[src/rtl/i2c_clk_pkg.sv]
// Shared types for the I2C clock/timing generator.
package i2c_clk_pkg;

    // Phase of the generator; each running phase has its own length.
    typedef enum logic [2:0] {
        ST_IDLE   = 3'd0,  // bus free, both lines released
        ST_HOLD   = 3'd1,  // bus owned, SCL held low awaiting request
        ST_LOW    = 3'd2,  // SCL low phase of any operation
        ST_BIT_HI = 3'd3,  // SCL high phase of a data bit
        ST_STA_SU = 3'd4,  // SCL high, SDA high: START setup
        ST_STA_HD = 3'd5,  // SCL high, SDA low: START hold
        ST_STO_SU = 3'd6   // SCL high, SDA low: STOP setup
    } gen_state_e;

    // Kind of operation carried through the low phase.
    typedef enum logic [1:0] {
        OP_BIT   = 2'd0,
        OP_START = 2'd1,
        OP_STOP  = 2'd2
    } op_kind_e;

endpackage

[src/rtl/i2c_clk_cfg.sv]
// Configuration latch and phase-length calculator.
// Captures divider and tuning fields when an operation is accepted and
// derives every phase length and strobe offset from the captured copy.
// Assumes load_i is only raised with both count fields nonzero.
module i2c_clk_cfg #(
    parameter int DIV_W = 16,
    parameter int SDA_W = 4,
    parameter int STA_W = 2,
    parameter int STO_W = 2,
    parameter int CNT_W = 23
) (
    input  logic                 clk,
    input  logic                 rst_n,
    input  logic                 clr_i,
    input  logic                 load_i,
    input  logic [2*DIV_W-1:0]   div_i,
    input  logic [SDA_W-1:0]     sda_cfg_i,
    input  logic [STA_W-1:0]     sta_cfg_i,
    input  logic [STO_W-1:0]     sto_cfg_i,
    output logic [CNT_W-1:0]     len_low_o,
    output logic [CNT_W-1:0]     len_high_o,
    output logic [CNT_W-1:0]     upd_at_o,
    output logic [CNT_W-1:0]     smp_at_o,
    output logic [CNT_W-1:0]     sta_su_len_o,
    output logic [CNT_W-1:0]     sta_hd_len_o,
    output logic [CNT_W-1:0]     sto_su_len_o
);

    localparam int CW    = DIV_W + 1;
    localparam int S_MAX = 7;

    logic [CW-1:0]    l_q, h_q;
    logic [2:0]       s_q, s_next;
    logic [STA_W:0]   u_q;
    logic [STO_W:0]   p_q;

    // Limit the update multiplier so the change stays inside the low phase.
    always_comb begin
        if (32'(sda_cfg_i) >= S_MAX - 1) s_next = 3'(S_MAX);
        else                             s_next = 3'(sda_cfg_i) + 3'd1;
    end

    // Capture effective multipliers at operation acceptance.
    always_ff @(posedge clk) begin
        if (!rst_n || clr_i) begin
            l_q <= '0;
            h_q <= '0;
            s_q <= '0;
            u_q <= '0;
            p_q <= '0;
        end else if (load_i) begin
            l_q <= {1'b0, div_i[DIV_W-1:0]} + CW'(1);
            h_q <= {1'b0, div_i[2*DIV_W-1:DIV_W]} + CW'(1);
            s_q <= s_next;
            u_q <= {1'b0, sta_cfg_i} + (STA_W+1)'(1);
            p_q <= {1'b0, sto_cfg_i} + (STO_W+1)'(1);
        end
    end

    assign len_low_o    = CNT_W'(l_q) << 3;
    assign len_high_o   = CNT_W'(h_q) << 3;
    assign upd_at_o     = CNT_W'(l_q) * CNT_W'(s_q);
    assign smp_at_o     = CNT_W'(h_q) << 2;
    assign sta_su_len_o = ((CNT_W'(h_q) * CNT_W'(u_q)) << 3) + CNT_W'(1);
    assign sta_hd_len_o = ((CNT_W'(h_q) * (CNT_W'(u_q) + CNT_W'(1))) << 3) - CNT_W'(1);
    assign sto_su_len_o = ((CNT_W'(h_q) * CNT_W'(p_q)) << 3) + CNT_W'(1);

    // A load must never capture a zero count field.
    assert_load_valid_div_R10: assert property (@(posedge clk) disable iff (!rst_n)
        load_i |-> (div_i[DIV_W-1:0] != '0 && div_i[2*DIV_W-1:DIV_W] != '0));

endmodule

[src/rtl/i2c_clk_cnt.sv]
// Phase counter: counts input clocks inside the current phase and flags
// the final cycle. Assumes len_i is at least 1 whenever run_i is high.
module i2c_clk_cnt #(
    parameter int CNT_W = 23
) (
    input  logic              clk,
    input  logic              rst_n,
    input  logic              clr_i,
    input  logic              run_i,
    input  logic              restart_i,
    input  logic [CNT_W-1:0]  len_i,
    output logic [CNT_W-1:0]  cnt_o,
    output logic              last_o
);

    logic [CNT_W-1:0] cnt_q;

    // Advance within a phase; zero on a new phase or when stopped.
    always_ff @(posedge clk) begin
        if (!rst_n || clr_i || restart_i || !run_i) cnt_q <= '0;
        else                                        cnt_q <= cnt_q + CNT_W'(1);
    end

    assign cnt_o  = cnt_q;
    assign last_o = run_i && (cnt_q == len_i - CNT_W'(1));

    // The count never passes the length of the running phase.
    assert_cnt_in_range_R2: assert property (@(posedge clk) disable iff (!rst_n)
        run_i |-> (cnt_q < len_i));

endmodule

[src/rtl/i2c_clk_gen.sv]
// I2C SCL and condition timing generator.
// Sequences START, STOP and single-bit operations. SCL and SDA levels,
// update/sample strobes and completion pulses all come from one phase
// state and one phase counter. Assumes requests are raised only when
// ready_o is high; others are ignored.
module i2c_clk_gen
    import i2c_clk_pkg::*;
#(
    parameter int DIV_W = 16,
    parameter int SDA_W = 4,
    parameter int STA_W = 2,
    parameter int STO_W = 2
) (
    input  logic                clk,
    input  logic                rst_n,
    input  logic                en_i,
    input  logic [2*DIV_W-1:0]  div_i,
    input  logic [SDA_W-1:0]    sda_cfg_i,
    input  logic [STA_W-1:0]    sta_cfg_i,
    input  logic [STO_W-1:0]    sto_cfg_i,
    input  logic                req_start_i,
    input  logic                req_stop_i,
    input  logic                req_bit_i,
    input  logic                bit_i,
    output logic                ready_o,
    output logic                scl_o,
    output logic                sda_o,
    output logic                upd_stb_o,
    output logic                smp_stb_o,
    output logic                sta_done_o,
    output logic                sto_done_o,
    output logic                bit_done_o
);

    localparam int MUL_W = ((STA_W > STO_W) ? STA_W : STO_W) + 1;
    localparam int CNT_W = DIV_W + 1 + MUL_W + 3;

    gen_state_e        state_q, state_n;
    op_kind_e          op_q, op_sel;
    logic              tgt_q, tgt_sel;
    logic              sda_q;
    logic              run, last, restart, div_ok, bus_owned;
    logic              acc_start, acc_stop, acc_bit, accept;
    logic [CNT_W-1:0]  cnt, cur_len;
    logic [CNT_W-1:0]  len_low, len_high, upd_at, smp_at;
    logic [CNT_W-1:0]  sta_su_len, sta_hd_len, sto_su_len;

    i2c_clk_cfg #(
        .DIV_W(DIV_W), .SDA_W(SDA_W), .STA_W(STA_W), .STO_W(STO_W), .CNT_W(CNT_W)
    ) u_cfg (
        .clk          (clk),
        .rst_n        (rst_n),
        .clr_i        (!en_i),
        .load_i       (accept),
        .div_i        (div_i),
        .sda_cfg_i    (sda_cfg_i),
        .sta_cfg_i    (sta_cfg_i),
        .sto_cfg_i    (sto_cfg_i),
        .len_low_o    (len_low),
        .len_high_o   (len_high),
        .upd_at_o     (upd_at),
        .smp_at_o     (smp_at),
        .sta_su_len_o (sta_su_len),
        .sta_hd_len_o (sta_hd_len),
        .sto_su_len_o (sto_su_len)
    );

    i2c_clk_cnt #(.CNT_W(CNT_W)) u_cnt (
        .clk       (clk),
        .rst_n     (rst_n),
        .clr_i     (!en_i),
        .run_i     (run),
        .restart_i (restart),
        .len_i     (cur_len),
        .cnt_o     (cnt),
        .last_o    (last)
    );

    // Which phases consume time, and how long each lasts.
    always_comb begin
        run = 1'b1;
        unique case (state_q)
            ST_LOW:    cur_len = len_low;
            ST_BIT_HI: cur_len = len_high;
            ST_STA_SU: cur_len = sta_su_len;
            ST_STA_HD: cur_len = sta_hd_len;
            ST_STO_SU: cur_len = sto_su_len;
            default: begin
                cur_len = len_low;
                run     = 1'b0;
            end
        endcase
    end

    // Request acceptance: START over STOP over bit; bus must be owned for STOP/bit.
    assign div_ok    = (div_i[DIV_W-1:0] != '0) && (div_i[2*DIV_W-1:DIV_W] != '0);
    assign bus_owned = (state_q != ST_IDLE);
    assign ready_o   = en_i && div_ok &&
                       ((state_q == ST_IDLE) || (state_q == ST_HOLD) ||
                        (last && ((state_q == ST_BIT_HI) || (state_q == ST_STA_HD))));
    assign acc_start = ready_o && req_start_i;
    assign acc_stop  = ready_o && !req_start_i && req_stop_i && bus_owned;
    assign acc_bit   = ready_o && !req_start_i && !req_stop_i && req_bit_i && bus_owned;
    assign accept    = acc_start || acc_stop || acc_bit;
    assign restart   = accept || last;

    // Operation kind and SDA target chosen by the accepted request.
    always_comb begin
        if (acc_start) begin
            op_sel  = OP_START;
            tgt_sel = 1'b1;
        end else if (acc_stop) begin
            op_sel  = OP_STOP;
            tgt_sel = 1'b0;
        end else begin
            op_sel  = OP_BIT;
            tgt_sel = bit_i;
        end
    end

    // Phase sequencing.
    always_comb begin
        state_n = state_q;
        unique case (state_q)
            ST_IDLE:   if (acc_start) state_n = ST_STA_SU;
            ST_HOLD:   if (accept)    state_n = ST_LOW;
            ST_LOW: begin
                if (last) begin
                    unique case (op_q)
                        OP_START: state_n = ST_STA_SU;
                        OP_STOP:  state_n = ST_STO_SU;
                        default:  state_n = ST_BIT_HI;
                    endcase
                end
            end
            ST_BIT_HI, ST_STA_HD: if (last) state_n = accept ? ST_LOW : ST_HOLD;
            ST_STA_SU: if (last) state_n = ST_STA_HD;
            ST_STO_SU: if (last) state_n = ST_IDLE;
            default:   state_n = ST_IDLE;
        endcase
    end

    // Phase state register; disable returns to idle.
    always_ff @(posedge clk) begin
        if (!rst_n || !en_i) state_q <= ST_IDLE;
        else                 state_q <= state_n;
    end

    // Hold the operation kind and SDA target through the low phase.
    always_ff @(posedge clk) begin
        if (!rst_n || !en_i) begin
            op_q  <= OP_BIT;
            tgt_q <= 1'b1;
        end else if (accept) begin
            op_q  <= op_sel;
            tgt_q <= tgt_sel;
        end
    end

    // SDA level: update point in low phase, START fall, STOP rise.
    always_ff @(posedge clk) begin
        if (!rst_n || !en_i)                          sda_q <= 1'b1;
        else if (state_q == ST_LOW && cnt == upd_at)  sda_q <= tgt_q;
        else if (state_q == ST_STA_SU && last)        sda_q <= 1'b0;
        else if (state_q == ST_STO_SU && last)        sda_q <= 1'b1;
    end

    assign sda_o      = sda_q;
    assign scl_o      = (state_q != ST_LOW) && (state_q != ST_HOLD);
    assign upd_stb_o  = (state_q == ST_LOW) && (cnt == upd_at);
    assign smp_stb_o  = (state_q == ST_BIT_HI) && (cnt == smp_at);
    assign sta_done_o = (state_q == ST_STA_HD) && last;
    assign sto_done_o = (state_q == ST_STO_SU) && last;
    assign bit_done_o = (state_q == ST_BIT_HI) && last;

    // Disable releases both lines on the next cycle.
    assert_release_on_disable_R12: assert property (@(posedge clk) disable iff (!rst_n)
        !en_i |=> (scl_o && sda_o));

    // Update strobe only while the clock is low.
    assert_update_in_low_R3: assert property (@(posedge clk) disable iff (!rst_n)
        upd_stb_o |-> !scl_o);

    // Sample strobe only while the clock is high.
    assert_sample_in_high_R4: assert property (@(posedge clk) disable iff (!rst_n)
        smp_stb_o |-> scl_o);

    // SDA falls under a steady high clock only as a START.
    assert_start_only_fall_R5: assert property (@(posedge clk) disable iff (!rst_n)
        ($fell(sda_o) && scl_o && $past(scl_o)) |-> (state_q == ST_STA_HD));

    // SDA rises under a steady high clock only at the end of a STOP.
    assert_stop_only_rise_R7: assert property (@(posedge clk) disable iff (!rst_n)
        ($rose(sda_o) && scl_o && $past(scl_o) && $past(en_i)) |-> $past(sto_done_o));

    // Completion pulses are mutually exclusive.
    assert_done_exclusive_R5: assert property (@(posedge clk) disable iff (!rst_n)
        $onehot0({sta_done_o, sto_done_o, bit_done_o}));

endmodule

[config.mk]
export PLATFORM = sky130hd
export DESIGN_NAME = i2c_clk_gen
export DESIGN_NICKNAME = d
export VERILOG_FILES = /design/src/rtl/i2c_clk_pkg.sv /design/src/rtl/i2c_clk_cfg.sv /design/src/rtl/i2c_clk_cnt.sv /design/src/rtl/i2c_clk_gen.sv
export SDC_FILE = /design/constraint.sdc
export NUM_CORES = 1
export LEC_CHECK = 0
export BUFFER_PORTS_ARGS = -buffer_cell sky130_fd_sc_hd__buf_2
export CAP_MARGIN = 15
export CORE_MARGIN = 2
export CORE_UTILIZATION = 45
export DETAILED_ROUTE_END_ITERATION = 8
export PLACE_DENSITY_LB_ADDON = 0.3
export SLEW_MARGIN = 10
export SYNTH_ARGS = -nofsm -noshare
export SYNTH_HDL_FRONTEND = slang
export SYNTH_SLANG_ARGS = --single-unit
[constraint.sdc]
create_clock -name clk -period 19.37 [get_ports clk]
set_input_delay 0.9685 -clock clk [delete_from_list [all_inputs] [get_ports clk]]
set_output_delay 0.9685 -clock clk [all_outputs]
set_load 0.01 [all_outputs]
==> impl_metrics.json, run 1 <==
{
  "ys_ff_latch": 73,
  "multi_input_area_mm2": 0.01095,
  "first_iter_violations": 947,
  "syn2layout_area_growth_pct": 5.375,
  "die_h_um": 174.5,
  "required_ps": 18400,
  "pwr-share-comb_pct": 25.3,
  "yosys-top-cells-area": "fa_1 12%, dfxtp_1 11%, ha_1 8.9%",
  "reg2reg_slack_ps": 10990,
  "ir_drop_mv": 0.03688,
  "finalHoldViolCount": 0,
  "layout_commonest_cell": "and2_1",
  "pre_cts_slack_ps": 11210,
  "post_synth_inst_count": 1648,
  "synth_top_area_share_pct": 11.93,
  "grt_pass1_wl_um": 64160,
  "numCtsBuffers": 9,
  "synthFlopType": "dfxtp_1",
  "clockBufferDepth": 2,
  "async_flop_share_pct": 0,
  "grt_util_all_layers_pct": 26.45,
  "io_pins": 55,
  "postCtsSetupRepairBufs": 0,
  "ant_nets": 0,
  "yosysSeqAreaShare_pct": 11.17,
  "status": "complete, no violations",
  "setup_viol": 0,
  "layout_common_cells": "179 x and2_1, 116 x nor2_1, 112 x nand2_1, 93 x ha_1, 85 x xnor2_1",
  "fp.dieW_um": 174.5,
  "max_cap_viol_count": 0,
  "grt_start_max_net_pins": 58,
  "first_pass_iters": 5,
  "routed_wl_um": 40580,
  "clk_pin_slew_ps": 70,
  "p_sw_mw": 0.1492,
  "synthesis.area_mm2": 0.01308,
  "coreArea_mm2": 0.02870,
  "cts_tree": "built",
  "grt_pass1_vias": 11757,
  "postCtsHoldBufs": 0,
  "clockPowerShare_pct": 37.3,
  "skew_ps": 12.24,
  "io_buffer_count": 54,
  "num_rows": 62,
  "initial_core_util_pct": 45.58,
  "fin_setup_tns_ps": 0,
  "powerDensity_mw_per_mm2": 31.21,
  "antenna_found_initial": 0,
  "path_class": "flop to output port",
  "final_nets": 1845,
  "yosysWarnings": 0,
  "dieArea_mm2": 0.03046,
  "drc": 0,
  "critPathMaxFanout": 20,
  "routed_via_density": 6.139,
  "synth_cell_type_count": 106,
  "place.gp.congestion": 0.9913,
  "cts-resized-gates": 0,
  "p_int_mw": 0.2811,
  "syn_area_per_cell_um2": 7.939,
  "period_share_pct": 44.22,
  "vias": 12383,
  "drv_slew": 0,
  "synth_edf_count": 0,
  "post-route-util_pct": 48.03,
  "syn_nets": 1866,
  "max_freq_mhz": 116.7,
  "grt_setup_unrepaired": "false",
  "grt_overflow": 0,
  "drt-wirelength-per-cell_um": 20.12,
  "clockRootBuffer": "clkbuf_16",
  "pwr-share-seq_pct": 37.4,
  "fin_area_mm2": 0.01379,
  "post-synth-top-area-cell": "fa_1",
  "finalPower_mw": 0.4303,
  "critPathArrivalTime_ps": 7600,
  "post_dp_cell_area_mm2": 0.01351,
  "clock_sinks": 73,
  "h-tree-depth": 3,
  "nFillCells": 2858,
  "cp-start-kind": "flop",
  "worst_hold_path_type": "flop to flop",
  "worstMarginPinSlew_ps": 1156,
  "layout-drive-gt1-share_pct": 10.11,
  "clock_latency_ps": 350,
  "dp_hpwl_um": 31150,
  "regArea_mm2": 0.001461,
  "setup_slack_ps": 10800,
  "cp-end-kind": "output port",
  "relSlewSlack_pct": 22.93,
  "min_period_ps": 8566,
  "p_leak_nw": 6.308,
  "switching_share_pct": 34.68
}
## synthesized netlist by cell type, drive strengths merged, types with 8 or more instances
master	count
a21o	37
o22ai	9
nand2	114
o211ai	14
o21ai	68
buf	24
xnor2	86
o31ai	38
and3	35
nor2	116
nor4	17
clkbuf	80
and2	181
a31oi	9
nand4	69
o21a	12
xor2	58
or3	14
nand2b	17
a21oi	68
a211o	11
nor4b	8
o211a	8
a2111oi	11
mux2i	14
fa	78
nor3	33
inv	57
ha	93
nand3	48
nor2b	22
a211oi	18
dfxtp	73
## sequential cells by signal (all words and copies together) (netlist names)
register and cells:
op_q 2, sda_o 1, state_q 3, tgt_q 1
u_cfg.h_q 17, u_cfg.l_q 17, u_cfg.p_q 3, u_cfg.s_q 3
u_cfg.u_q 3, u_cnt.cnt_o 23
## through the flow
stage	hold slack, ps	std cells
2_1_floorplan	447.5	1648
3_3_place_gp	477.6	2000
3_5_place_dp	491.5	2000
4_1_cts	499.9	2016
5_1_grt	522.7	2016
6_report	495.3	2017
## power groups by stage
stage          Combinational (mW)  Sequential [mW]  Clock, mW
2_1_floorplan              0.0798            0.159          0
3_3_place_gp                0.104            0.164          0
3_5_place_dp                0.106            0.164          0
4_1_cts                     0.107            0.161      0.162
5_1_grt                     0.118            0.161      0.167
6_report                    0.109            0.161      0.161
## area by class of cell
type | count | share of cell area, %
flip-flops and latches | 73 | 10.60
clock inverters | 6 | 0.3176
well taps | 384 | 3.485
clock buffers | 10 | 1.661
inverters | 58 | 1.579
repair buffers | 72 | 2.940
diodes | 1 | 0.01815
multi-input cells | 1413 | 79.40
## kinds of logic after synthesis
kind of cell	after synthesis	share of synthesized area, %
AOI/OAI and AO/OA	369	21.26
xor gates and xnor gates	144	9.754
adders and majority gates	171	20.83
buffers and inverters	162	5.202
DFF	73	11.17
muxes	19	1.501
and+or+nand+nor	710	30.29
## path summary, 6_finish.rpt
kind / start / endpoint / depth (start not counted)
max reg2reg: u_cfg.u_q[2] / u_cfg.h_q[16] / 22
min reg2reg: u_cfg.h_q[15] / u_cfg.h_q[15] / 2
min: u_cfg.h_q[15] / u_cfg.h_q[15] / 2
max: u_cfg.u_q[2] / ready_o / 21
## worst max-delay path: stages, from the launching register on
cell	delay (ps)
dfxtp_1	720
and3_1	660
nand2_1	170
fa_1	560
inv_1	60
fa_1	570
inv_1	70
fa_1	590
nor2b_1	220
nand4_1	140
a21o_1	210
nand2b_1	240
xnor2_1	300
o32a_1	360
nand4b_4	190
or3_1	420
a21o_1	210
a2111oi_4	430
nand4_2	210
or4_4	520
a21oi_2	240
buf_2	170
## routing by layer
| layer | wire (um) | vias up | global-route usage, % |
|---|---|---|---|
| li1 | - | 5865 | - |
| met1 | 18560 | 6012 | 36.47 |
| met2 | 18100 | 421 | 42.15 |
| met3 | 2368 | 85 | 3.434 |
| met4 | 1547 | 0 | 10.10 |
| met5 | 0 | - | 0 |
(Power assumes the default switching activity.)
==> inputs of run 2 (changes only) <==
==> constraint.sdc (replaced) <==
create_clock -name clk -period 7.1 [get_ports clk]
set_input_delay 0.355 -clock clk [delete_from_list [all_inputs] [get_ports clk]]
set_output_delay 0.355 -clock clk [all_outputs]
set_load 0.01 [all_outputs]
==> impl_metrics.json, run 2 (synthesis results as in run 1) <==
{
  "status": "complete, no violations",
  "grt.met3_usage_pct": 5.118,
  "setup_slack_ps": 147.7,
  "layout-drive-gt1-share_pct": 15.54,
  "min_period_ps": 6952,
  "p_leak_nw": 6.732,
  "antenna_cells": 0,
  "top_usage_layer": "met2",
  "path_class": "flop to output port",
  "drv_slew": 0,
  "max_freq_mhz": 143.8,
  "finalPower_mw": 1.294,
  "grt_pass1_wl_um": 67930,
  "critPathArrivalTime_ps": 6600,
  "cp-start-kind": "flop",
  "regArea_mm2": 0.001468,
  "grt_start_max_net_pins": 58,
  "clk_pin_slew_ps": 70,
  "first_iter_violations": 1085,
  "grtUsageMet2_pct": 44.84,
  "worstMarginPinSlew_ps": 1144,
  "multi_input_area_mm2": 0.01127,
  "num_rows": 62,
  "fin_area_mm2": 0.01461,
  "drt-wirelength-per-cell_um": 20.74,
  "clockBufferDepth": 2,
  "ir_drop_mv": 0.1157,
  "powerDensity_mw_per_mm2": 88.61,
  "pre_cts_slack_ps": 118.1,
  "syn2layout_area_growth_pct": 11.66,
  "grt_overflow": 0,
  "critPathMaxFanout": 9,
  "worst_hold_path_type": "primary input to flop",
  "routed_via_density": 6.063,
  "required_ps": 6740,
  "layout_common_cells": "179 x and2_1, 114 x nor2_1, 112 x nand2_1, 90 x ha_1, 78 x xnor2_1",
  "initial_core_util_pct": 45.58,
  "fp.dieW_um": 174.5,
  "skew_ps": 9.413,
  "fin_setup_tns_ps": 0,
  "clockRootBuffer": "clkbuf_16",
  "numCtsBuffers": 9,
  "clock_latency_ps": 360,
  "post-route-util_pct": 50.90,
  "cp-end-kind": "output port",
  "io_buffer_count": 54,
  "antenna_found_initial": 0,
  "dp_hpwl_um": 33340,
  "vias": 12587,
  "post_dp_cell_area_mm2": 0.01384,
  "first_pass_iters": 7,
  "hold_slack_ps": 215.0,
  "routed_wl_um": 43050,
  "layout_commonest_cell": "and2_1",
  "period_share_pct": 97.92,
  "die_h_um": 174.5,
  "coreArea_mm2": 0.02870,
  "grtUsageMet1_pct": 39.20,
  "dieArea_mm2": 0.03046,
  "cts_tree": "built",
  "nFillCells": 2795,
  "relSlewSlack_pct": 23.46,
  "setup_viol": 0,
  "final_nets": 1905,
  "io_pins": 55,
  "grt_pass1_vias": 12211,
  "h-tree-depth": 3,
  "stdcell_count": 2076,
  "finalHoldViolCount": 0,
  "place.gp.congestion": 0.9670,
  "drc": 0,
  "dp.cells": 2042,
  "grt_util_all_layers_pct": 28.22,
  "max_cap_viol_count": 0,
  "clock_sinks": 73,
  "largest_reg_flops": 23,
  "ant_nets": 0
}
-- run 2: changes by cell type in the layout (fill, tap and decap cells not counted), moves of 4 or more --
cell     previous run  this run
xnor2_1            85        78
a21oi_1            65        61
xnor2_2             1         7
buf_4              18        75
-- run 2: what timing repair did --
| action | 4_1_cts | 5_1_grt |
|---|---|---|
| setup buffers | 4 | 13 |
| endpoints found under the hold margin | 0 | 0 |
| pin swaps | 5 | 27 |
| setup endpoints to repair | 1 | 45 |
| hold buffers | 0 | 0 |
| resized for setup | 10 | 51 |
| cloned | 0 | 1 |
-- run 2: power breakdown --
group | internal, mW | total, mW | leakage [nW] | switching (mW)
registers | 0.417 | 0.436 | 0.592 | 0.0194
clock network | 0.276 | 0.493 | 0.148 | 0.217
logic | 0.151 | 0.365 | 5.99 | 0.214
total | 0.845 | 1.29 | 6.73 | 0.450
-- run 2: critical path, stage by stage (launching register included) --
cell and delay, ps:
dfxtp_4 360, ha_2 190, xor2_2 150, buf_6 130
buf_4 160, and2_1 170, fa_1 490, fa_1 490
ha_1 340, a211oi_1 220, o21bai_1 140, a41o_1 230
or3_1 370, a2111oi_4 390, and2_1 220, and4_1 250
mux2_1 360, and3_4 210, nor4b_4 340, o311ai_2 140
buf_4 180, o31a_1 310, a21oi_4 220, buf_2 160
-- run 2: final cells by class --
class                      instances  area share, %
inverter                          58          1.490
timing repair buffer             132          5.952
tap                              384          3.289
sequential                        73          10.05
clock buffer                       9          1.542
multi-input combinational       1413          77.13
clock inverter                     7         0.5481
-- run 2: path summary, 6_finish.rpt --
kind,startpoint,endpoint,slack (ps),depth (start not counted)
worst max-delay path,u_cfg.u_q[0],ready_o,150,23
worst min-delay path,sto_cfg_i[0],u_cfg.p_q[0],220,2
worst max register to register,u_cfg.u_q[0],u_cfg.l_q[16],250,24
worst min register to register,u_cfg.l_q[1],u_cfg.l_q[1],570,2
-- run 2: metal layers --
layer | part of all wire (%) | routed length (um)
met1 | 45 | 19550
met2 | 45 | 19200
met3 | 7.5 | 3228
met4 | 2.5 | 1069
met5 | 0 | 0
==> inputs of run 3 (changes only) <==
--- a/config.mk
+++ b/config.mk
@@ -5,13 +5,13 @@
 export SDC_FILE = /design/constraint.sdc
 export NUM_CORES = 1
 export LEC_CHECK = 0
+export ABC_AREA = 1
 export BUFFER_PORTS_ARGS = -buffer_cell sky130_fd_sc_hd__buf_2
 export CAP_MARGIN = 15
 export CORE_MARGIN = 2
 export CORE_UTILIZATION = 45
 export DETAILED_ROUTE_END_ITERATION = 8
 export PLACE_DENSITY_LB_ADDON = 0.3
-export SLEW_MARGIN = 10
 export SYNTH_ARGS = -nofsm -noshare
 export SYNTH_HDL_FRONTEND = slang
 export SYNTH_SLANG_ARGS = --single-unit
==> impl_metrics.json, run 3 <==
{
  "crit_top_cell": "nand2_1",
  "routed_via_density": 5.297,
  "post-synth-top-area-cell": "nand2_1",
  "worst_hold_path_type": "primary input to flop",
  "p_leak_nw": 8.282,
  "io_buffer_count": 54,
  "antenna_cells": 0,
  "cp-start-kind": "flop",
  "drv_slew": 0,
  "layout_common_cells": "670 x nand2_1, 414 x inv_1, 212 x nor2_1, 165 x nand3_1, 113 x a21oi_1",
  "syn_area_per_cell_um2": 5.878,
  "syn_nets": 2435,
  "dp.cells": 2605,
  "post-route-util_pct": 48.73,
  "yosysSeqAreaShare_pct": 11.21,
  "worstMarginPinSlew_ps": 925.5,
  "clockPowerShare_pct": 37.2,
  "first_pass_iters": 5,
  "powerDensity_mw_per_mm2": 91.33,
  "grt_overflow": 0,
  "ant_nets": 0,
  "dp_hpwl_um": 34210,
  "initial_core_util_pct": 45.52,
  "setup_slack_ps": 625.0,
  "fp.dieW_um": 174.2,
  "clk_pin_slew_ps": 60,
  "first_iter_violations": 1235,
  "yosysMostFrequentCell": "nand2_1",
  "clock_sinks": 73,
  "min_period_ps": 6475,
  "layout_commonest_cell": "nand2_1",
  "slowest_delay_ps": 480,
  "grt_pass1_wl_um": 65940,
  "syn2layout_area_growth_pct": 7.038,
  "critPathArrivalTime_ps": 6120,
  "period_share_pct": 91.20,
  "p_int_mw": 0.8099,
  "grt_setup_unrepaired": "false",
  "stdcell_count": 2622,
  "max_freq_mhz": 154.4,
  "dieArea_mm2": 0.03034,
  "required_ps": 6740,
  "grt_util_all_layers_pct": 27.39,
  "ir_drop_mv": 0.1061,
  "post_synth_inst_count": 2217,
  "largest_reg_flops": 23,
  "synthFlopType": "dfxtp_1",
  "yosysWarnings": 0,
  "final_nets": 2451,
  "path_class": "flop to output port",
  "async_flop_share_pct": 0,
  "die_h_um": 174.2,
  "routed_wl_um": 41880,
  "place.gp.congestion": 0.9871,
  "pwr-share-comb_pct": 27.3,
  "grt_pass1_vias": 12694,
  "synth_common_cells": "670 x nand2_1, 414 x inv_1, 212 x nor2_1, 166 x nand3_1, 113 x a21oi_1",
  "synthesis.area_mm2": 0.01303,
  "postCtsHoldBufs": 0,
  "finalHoldViolCount": 0,
  "relSlewSlack_pct": 38.23,
  "p_sw_mw": 0.4639,
  "numCtsBuffers": 9,
  "synth_edf_count": 0,
  "clockBufferDepth": 2,
  "pwr-share-seq_pct": 35.5,
  "max_cap_viol_count": 0,
  "setup_viol": 0,
  "synth_cell_type_count": 55,
  "coreArea_mm2": 0.02863,
  "grt_start_max_net_pins": 56,
  "switching_share_pct": 36.42,
  "cp-end-kind": "output port",
  "yosys-top-cells-area": "nand2_1 19%, fa_1 12%, inv_1 12%",
  "layout-drive-gt1-share_pct": 6.345,
  "h-tree-depth": 3,
  "skew_ps": 9.400,
  "drc": 0,
  "vias": 13890,
  "drt-wirelength-per-cell_um": 15.97,
  "ys_ff_latch": 73,
  "antenna_found_initial": 0,
  "cts_tree": "built",
  "critPathMaxFanout": 10,
  "num_rows": 62,
  "status": "complete, no violations",
  "clockRootBuffer": "clkbuf_16",
  "pre_cts_slack_ps": 579.4,
  "fin_setup_tns_ps": 0,
  "hold_slack_ps": 191.3,
  "clock_latency_ps": 350,
  "critical_path.slowest_cell": "ha_1",
  "io_pins": 55,
  "synth_top_area_share_pct": 19.30
}
## run 3: changes by cell type in the layout (fill, tap and decap cells not counted), sizes merged, moves of 34 or more
| cell | previous run | this run |
|---|---|---|
| inv | 58 | 422 |
| and2 | 181 | 0 |
| buf | 132 | 71 |
| nand3 | 48 | 175 |
| nand2 | 114 | 677 |
| nand4 | 69 | 24 |
| a21oi | 68 | 115 |
| o31ai | 38 | 0 |
| xnor2 | 86 | 16 |
| and3 | 35 | 1 |
| nor2 | 116 | 225 |
## run 3: cells by family (layout without fill, tap and decap cells)
kind of cell	Yosys count	after routing	share of synthesized area, %
compound gates	243	243	10.46
xor+xnor	66	66	4.436
fa+ha+maj	171	171	20.91
buf+inv	490	511	14.56
flops	73	73	11.21
simple gates	1174	1174	38.43
## run 3: critical path, delay by kind of cell, from the launching register on
family | cells | cell delay, ps
AO/OA/AOI/OAI | 1 | 230
adder cells (fa/ha/maj) | 4 | 1520
buffers and inverters | 4 | 660
AND/OR/NAND/NOR | 24 | 2970
flip-flops | 1 | 390
## run 3: timing repair
| item | CTS | global route |
|---|---|---|
| buffers inserted | 0 | 0 |
| resized for setup | 0 | 4 |
| endpoints found under the setup margin | 0 | 38 |
## run 3: power by group through the flow
stage / logic, mW / clock network (mW) / registers [mW]
finish: 0.348 / 0.474 / 0.452
global placement: 0.332 / 0 / 0.459
global route: 0.387 / 0.495 / 0.453
floorplan: 0.259 / 0 / 0.434
detailed placement: 0.336 / 0 / 0.459
CTS: 0.338 / 0.475 / 0.450
## run 3: per-layer routing
| metal | track usage [%] | vias up | routed length, um |
|---|---|---|---|
| met5 | 0 | - | 0 |
| met3 | 6.277 | 86 | 3707 |
| met2 | 42.08 | 562 | 17680 |
| met1 | 37.16 | 6313 | 18810 |
| li1 | - | 6929 | - |
| met4 | 10.96 | 0 | 1679 |
## run 3: area by class of cell
cell class	instances	area, um2
repair buffers	71	421.7
inverters	424	1593
fillers	3017	14680
clock inverters	7	78.83
flip-flops and latches	73	1463
multi-input cells	1654	9687
well taps	384	480.5
clock buffers	9	225.2
## run 3: path summary, 6_finish.rpt
kind,end,slack (ps),cells past startpoint,start
worst min-delay path,u_cfg.p_q[0],190,2,sto_cfg_i[0]
worst min register to register,tgt_q,470,2,tgt_q
worst max-delay path,ready_o,630,33,u_cfg.u_q[1]
worst max register to register,state_q[0],650,38,u_cfg.u_q[1]
## run 3: through the flow
stage          total power, mW  area [um2]
2_1_floorplan           0.6928       13030
6_report                 1.274       13950
3_3_place_gp            0.7911       13610
3_5_place_dp            0.7957       13610
4_1_cts                  1.263       13910
5_1_grt                  1.335       13950
